--- config.mk ---
export PLATFORM = sky130hd
export DESIGN_NAME = apt_monitor
export DESIGN_NICKNAME = d
export VERILOG_FILES = /design/src/rtl/apt_pkg.sv /design/src/rtl/apt_ref_ctrl.sv /design/src/rtl/apt_match_counter.sv /design/src/rtl/apt_verdict.sv /design/src/rtl/apt_monitor.sv
export SDC_FILE = /design/constraint.sdc
export NUM_CORES = 1
export LEC_CHECK = 0
export ABC_AREA = 0
export BUFFER_PORTS_ARGS = -buffer_cell sky130_fd_sc_hd__buf_4
export CAP_MARGIN = 20
export CORE_MARGIN = 1
export CORE_UTILIZATION = 55
export CTS_CLUSTER_SIZE = 28
export DETAILED_ROUTE_END_ITERATION = 10
export PLACE_DENSITY = 0.86
export SETUP_SLACK_MARGIN = 0.4
export SLEW_MARGIN = 25
export SYNTH_ARGS = -nofsm -noshare
export SYNTH_HDL_FRONTEND = slang
export SYNTH_SLANG_ARGS = --single-unit
export TNS_END_PERCENT = 10
--- constraint.sdc ---
create_clock -name clk -period 5.56 [get_ports clk]
set_clock_uncertainty 0.15 [all_clocks]
set_input_delay 1.112 -clock clk [delete_from_list [all_inputs] [get_ports clk]]
set_output_delay 1.112 -clock clk [all_outputs]
set_load 0.02 [all_outputs]
--- src/rtl/apt_pkg.sv ---
package apt_pkg;

    typedef enum logic {
        APT_SET_SHORT = 1'b0,
        APT_SET_LONG  = 1'b1
    } apt_set_e;

    typedef enum logic {
        PH_REF  = 1'b0,
        PH_SCAN = 1'b1
    } apt_phase_e;

    typedef struct packed {
        logic take;
        logic match;
        logic last;
    } apt_step_t;

    function automatic int unsigned apt_win(apt_set_e s);
        return (s == APT_SET_LONG) ? 4096 : 64;
    endfunction

    function automatic int unsigned apt_cut(apt_set_e s);
        return (s == APT_SET_LONG) ? 2240 : 55;
    endfunction

endpackage

--- src/rtl/apt_ref_ctrl.sv ---
module apt_ref_ctrl
    import apt_pkg::*;
#(
    parameter int unsigned WIN   = 64,
    parameter int unsigned IDX_W = $clog2(WIN)
) (
    input  logic      clk,
    input  logic      rst,
    input  logic      clr,
    input  logic      vld,
    input  logic      smp,
    output apt_step_t step
);
    apt_phase_e       phase;
    logic             ref_q;
    logic [IDX_W-1:0] idx;

    always_comb begin
        step.take  = vld && !clr && (phase == PH_SCAN);
        step.match = step.take && (smp == ref_q);
        step.last  = step.take && (idx == IDX_W'(WIN - 1));
    end

    always_ff @(posedge clk) begin
        if (rst || clr) begin
            phase <= PH_REF;
            ref_q <= 1'b0;
            idx   <= '0;
        end else if (vld) begin
            if (phase == PH_REF) begin
                ref_q <= smp;
                idx   <= '0;
                phase <= PH_SCAN;
            end else if (step.last) begin
                idx   <= '0;
                phase <= PH_REF;
            end else begin
                idx   <= idx + 1'b1;
            end
        end
    end
endmodule

--- src/rtl/apt_match_counter.sv ---
module apt_match_counter
    import apt_pkg::*;
#(
    parameter int unsigned CNT_W = 7
) (
    input  logic             clk,
    input  logic             rst,
    input  logic             clr,
    input  apt_step_t        step,
    output logic [CNT_W-1:0] tally_next
);
    logic [CNT_W-1:0] tally_q;

    assign tally_next = tally_q + {{(CNT_W-1){1'b0}}, step.match};

    always_ff @(posedge clk) begin
        if (rst || clr) begin
            tally_q <= '0;
        end else if (step.take) begin
            tally_q <= step.last ? '0 : tally_next;
        end
    end
endmodule

--- src/rtl/apt_verdict.sv ---
module apt_verdict
    import apt_pkg::*;
#(
    parameter int unsigned CNT_W = 7,
    parameter int unsigned CUT   = 55
) (
    input  logic             clk,
    input  logic             rst,
    input  logic             clr,
    input  apt_step_t        step,
    input  logic [CNT_W-1:0] tally_next,
    output logic             alarm,
    output logic             done,
    output logic [CNT_W-1:0] last_cnt
);
    logic over;
    assign over = tally_next > CNT_W'(CUT);

    always_ff @(posedge clk) begin
        if (rst || clr) begin
            alarm    <= 1'b0;
            done     <= 1'b0;
            last_cnt <= '0;
        end else begin
            done <= step.last;
            if (step.last) begin
                last_cnt <= tally_next;
                if (over) alarm <= 1'b1;
            end
        end
    end
endmodule

--- src/rtl/apt_monitor.sv ---
module apt_monitor
    import apt_pkg::*;
#(
    parameter apt_set_e    SETTING = APT_SET_SHORT,
    parameter int unsigned WIN     = apt_win(SETTING),
    parameter int unsigned CUT     = apt_cut(SETTING),
    parameter int unsigned CNT_W   = $clog2(WIN + 1)
) (
    input  logic             clk,
    input  logic             rst,
    input  logic             samp_bit,
    input  logic             samp_vld,
    input  logic             alarm_clr,
    output logic             alarm,
    output logic             win_done,
    output logic [CNT_W-1:0] last_cnt
);
    localparam int unsigned IDX_W = $clog2(WIN);

    apt_step_t        step;
    logic [CNT_W-1:0] tally_next;

    apt_ref_ctrl #(.WIN(WIN), .IDX_W(IDX_W)) u_ctrl (
        .clk (clk),
        .rst (rst),
        .clr (alarm_clr),
        .vld (samp_vld),
        .smp (samp_bit),
        .step(step)
    );

    apt_match_counter #(.CNT_W(CNT_W)) u_cnt (
        .clk       (clk),
        .rst       (rst),
        .clr       (alarm_clr),
        .step      (step),
        .tally_next(tally_next)
    );

    apt_verdict #(.CNT_W(CNT_W), .CUT(CUT)) u_verdict (
        .clk       (clk),
        .rst       (rst),
        .clr       (alarm_clr),
        .step      (step),
        .tally_next(tally_next),
        .alarm     (alarm),
        .done      (win_done),
        .last_cnt  (last_cnt)
    );
endmodule

=== After elaboration in Yosys (flattened, before gate mapping) ===
Cells that the tools add are included.

* Register bits after elaboration: 24
* Output and inout bits: 9
* Logic and storage cells: 26

* Add/sub/neg operators: 2
* Magnitude comparators: 1
* Eq/ne operators: 2
* Mux-type cells: 5
* Bitwise gates (word level): 1
* Reduce and logical (&&, ||, !) cells: 8

{| class="wikitable"
|+ Operator list
! operator !! number
|-
| 6-bit two-way mux || 2
|-
| 7-bit by 1-bit adder with 7-bit output || 1
|-
| 7-bit by 6-bit greater-than comparator with 1-bit output (second input constant) || 1
|-
| 7-bit two-way mux || 1
|-
| 6-bit by 1-bit adder with 6-bit output (second input constant) || 1
|-
| 6-bit == test (second input constant) || 1
|-
| 1-bit logical AND || 4
|-
| 2-bit AND reduction || 2
|-
| 1-bit two-way mux || 2
|-
| 1-bit == test || 1
|-
| 1-bit zero test || 1
|-
| 1-bit logical OR || 1
|-
| 1-bit NOT || 1
|}

=== Logic depth before layout (Yosys ltp) ===
* Word-level depth: 7
* Gate-level depth with buffers: 10
* Depth with buffers taken out: 8

=== Modules after synthesis ===
From an unflattened synthesis, not the netlist that was laid out.

* Cells, all modules: 138
* Area total of the unflattened synthesis: 1194.9 um^2

{| class="wikitable"
|+ By module, submodules not included
! module !! instances !! cells each !! area each (um^2) !! seq. area each (um^2)
|-
| apt_ref_ctrl || 1 || 55 || 437.9 || 160.2
|-
| apt_match_counter || 1 || 52 || 427.9 || 140.1
|-
| apt_verdict || 1 || 31 || 329.1 || 180.2
|}

=== Worst setup path before layout ===
No wires, ideal clock.

* Kind: input to register
* From: input alarm_clr
* To: register u_verdict.last_cnt[6]
* Arrival: 2.712 ns
* Required time: 5.332 ns
* Slack: 2.620 ns
* Stages: 9
* Cell sequence: nand3b_1 > clkbuf_1 > nor2_1 > ha_1 > ha_1 > nand2_1 > or3_1 > and3_1 > nor3_1

* Cells in the longest elaborated chain, start to end: 5
* Elaborated cells between the ends (all ways): 7

{| class="wikitable"
|+ RTL lines
! element !! RTL line !! text
|-
| start, declared || apt_monitor.sv:13 || <nowiki>input logic alarm_clr,</nowiki>
|-
| 1-bit zero test || apt_ref_ctrl.sv:19 || <nowiki>step.take = vld && !clr && (phase == PH_SCAN);</nowiki>
|-
| 1-bit logical AND (2 in series) || apt_ref_ctrl.sv:19 ||
|-
| 1-bit logical AND || apt_ref_ctrl.sv:20 || <nowiki>step.match = step.take && (smp == ref_q);</nowiki>
|-
| 7-bit by 1-bit adder with 7-bit output || apt_match_counter.sv:14 || <nowiki>assign tally_next = tally_q + {{(CNT_W-1){1'b0}}, step.match};</nowiki>
|-
| end signal, assigned || apt_verdict.sv:27 || <nowiki>last_cnt <= tally_next;</nowiki>
|-
| end, declared || apt_verdict.sv:14 || <nowiki>output logic [CNT_W-1:0] last_cnt</nowiki>
|}

Several ways; a longest one is shown, not always the timed one.
A chain may end at the register's enable or synchronous reset.

=== Worst setup path after layout ===
Same ends and word-level chain as after synthesis.

==> impl_metrics.tcl <==
set metrics [dict create \
    status "complete, no violations" \
    max-clock-path-buffers 2 \
    cp_max_fo 11 \
    syn_nets 143 \
    hold_viol 0 \
    tightest_slew_ps 927 \
    drive_above_1_share 0.166 \
    p_leak_nw 0.435 \
    drc 0 \
    ant_nets 0 \
    portBuffers 13 \
    dieArea_mm2 0.00226 \
    dr.pass1.iters 4 \
    die_w_um 47.6 \
    syn_inst 135 \
    synthTopCellsByCount "24 x dfxtp_1, 16 x nor2_1, 11 x nand2_1" \
    wl_per_cell_um 13.8 \
    cts_sinks 24 \
    cts_resized 0 \
    grt_pass1_vias 893 \
    cts_tree "built" \
    cts.hold.buffers_added 0 \
    ios 14 \
    synth_mux_area_frac 0.0263 \
    synth_top_area_frac 0.421 \
    ys_warn_count 0 \
    power.density_mw_per_mm2 243 \
    routed-via-count 991 \
    clkTransAtPathRegs_ps 130 \
    cts_max_level 1 \
    synth_xor_area_frac 0.0383 \
    path_buf_inv 1 \
    critPathTopFamily "simple AND/OR/NAND/NOR gates" \
    vias_per_cell 5.76 \
    critPathKind "in -> reg" \
    dp_hpwl_um 1610 \
    cts_setup_buffers 0 \
    core_area_mm2 0.00196 \
    n_antenna_cell 0 \
    antenna_found_initial 0 \
    fp.dieH_um 47.6 \
    whs_ps 352 \
    ys_ff_latch 24 \
    setup_violations 0 \
    synth_area_leaders "dfxtp_1 42%, nor2_1 5.3%, nand3_1 3.9%" \
    drv_cap 0 \
    final_util 0.660 \
    crit_chain "buf_4, nand3b_1, nor2_1, ha_1, ha_1, nand2_1, or3_1, and3_1, nor3_1" \
    fin_total_pwr_mw 0.314 \
    synth-compound-area-share 0.154 \
    finalMaxSlewViolations 0 \
    ir_drop_uv 198 \
    cts-buffers-inserted 3 \
    hold_class "reg -> reg" \
    drt-total-wl_um 2370 \
    synth_edf_count 0 \
    yosysMostFrequentCell "dfxtp_1" \
    grt_pass1_wl_um 3680 \
    drt_iter0_drc 14 \
    end_kind "register" \
    nets 154 \
    synth_area_mm2 0.00114 \
    ys.flop_type "dfxtp_1" \
    async_flop_share 0 \
    post-route-period-util 0.529 \
    initial_core_util 0.582 \
    crit_required_ps 5670 \
    slowest_stage "nand3b_1" \
    start_kind "input pin" \
    rsz0062_at_grt "false" \
    yosysUniqueCellTypes 40 \
    grtUsageTotal 0.236 \
    crit_top_cell "ha_1" \
    synthAdderAreaFrac 0.0329 \
    overflow 0 \
    synth_top_family_by_area "simple AND/OR/NAND/NOR gates" \
    tns_ps 0 \
    insertion_delay_ps 330 \
    yosysTopAreaCell "dfxtp_1" \
    num_rows 16 \
    synth-simple-area-share 0.290 \
    grt_max_degree 20 \
    fmax_mhz 340 \
    fin_crit_ps 2940 \
    synth.avg_cell_area_um2 8.46 \
    cts-root-buf "clkbuf_4" \
    routabilityCongestion 0.827 \
    seq_area_frac_synth 0.421 \
    cp.arrival_ps 3050 \
    maxSlewHeadroom 0.379 \
    critPathMaxStageDelay_ps 370 \
    area_delta_synth_final_pct 13.4 \
]
-- path summary, 6_finish.rpt --
kind         slack (ps)                            endpoint  cells past startpoint                          start
max                2620  u_verdict.last_cnt[6]$_SDFFE_PP0P_                      9                      alarm_clr
min                 350       u_cnt.tally_q[0]$_SDFFE_PP0P_                      2  u_cnt.tally_q[0]$_SDFFE_PP0P_
max reg2reg        3050  u_verdict.last_cnt[6]$_SDFFE_PP0P_                      8      u_ctrl.phase$_SDFFE_PP0P_
min reg2reg         350       u_cnt.tally_q[0]$_SDFFE_PP0P_                      2  u_cnt.tally_q[0]$_SDFFE_PP0P_
-- final cells by class --
cell class                      count  area [um2]
Timing Repair Buffer               13        97.6
Fill cell                         185         667
Tap cell                           27        33.8
Clock inverter                      1        30.0
Clock buffer                        3        22.5
Sequential cell                    24         480
Inverter                            3        11.3
Multi-Input combinational cell    101         619
-- state kept, by name (all words and copies together) (netlist names) --
register,count
u_cnt.tally_q,7
u_ctrl.idx,6
u_ctrl.phase,1
u_ctrl.ref_q,1
u_verdict.alarm,1
u_verdict.done,1
u_verdict.last_cnt,7
-- logic make-up (layout without fill, tap and decap cells) --
kind of cell / Yosys count / in the layout
xor+xnor: 5 / 5
flops: 24 / 24
compound gates: 27 / 27
simple gates: 63 / 63
mux: 3 / 3
fa+ha+maj: 3 / 3
buf+inv: 10 / 20
-- cell usage in the layout, fill, tap and decap left out, types with 4 or more instances in the layout --
master / count
dfxtp_1: 24
nand2b_1: 4
nor2_1: 16
xnor2_1: 4
nand2_1: 11
a21oi_1: 7
nand3_1: 9
buf_4: 13
nor3_1: 5
o21ai_0: 8
-- power breakdown --
| group | internal [mW] | switching [mW] |
|---|---|---|
| logic | 0.00444 | 0.00746 |
| registers | 0.173 | 0.000957 |
| clock network | 0.0730 | 0.0557 |
-- per-stage QoR --
stage          setup slack (ps)  cell area (um2)  instances
3_5_place_dp               2270             1240        168
4_1_cts                    2610             1290        172
2_1_floorplan              2620             1140        135
5_1_grt                    2460             1290        172
3_3_place_gp               2360             1240        168
6_report                   2620             1290        172
-- worst register-to-register path, stage by stage, from the launching register on --
cell and delay (ps):
dfxtp_1 480, nand3b_1 350, nor2_1 210, ha_1 200, ha_1 250, nand2_1 90
or3_1 350, and3_1 200, nor3_1 140
-- metal layers --
layer	vias up	global-route usage	share of wire
met5	-	0	0
met4	0	0.117	0.019
met3	5	0.0340	0.035
met2	24	0.427	0.51
met1	463	0.271	0.44
li1	499	-	-
(Power assumes the default switching activity.)
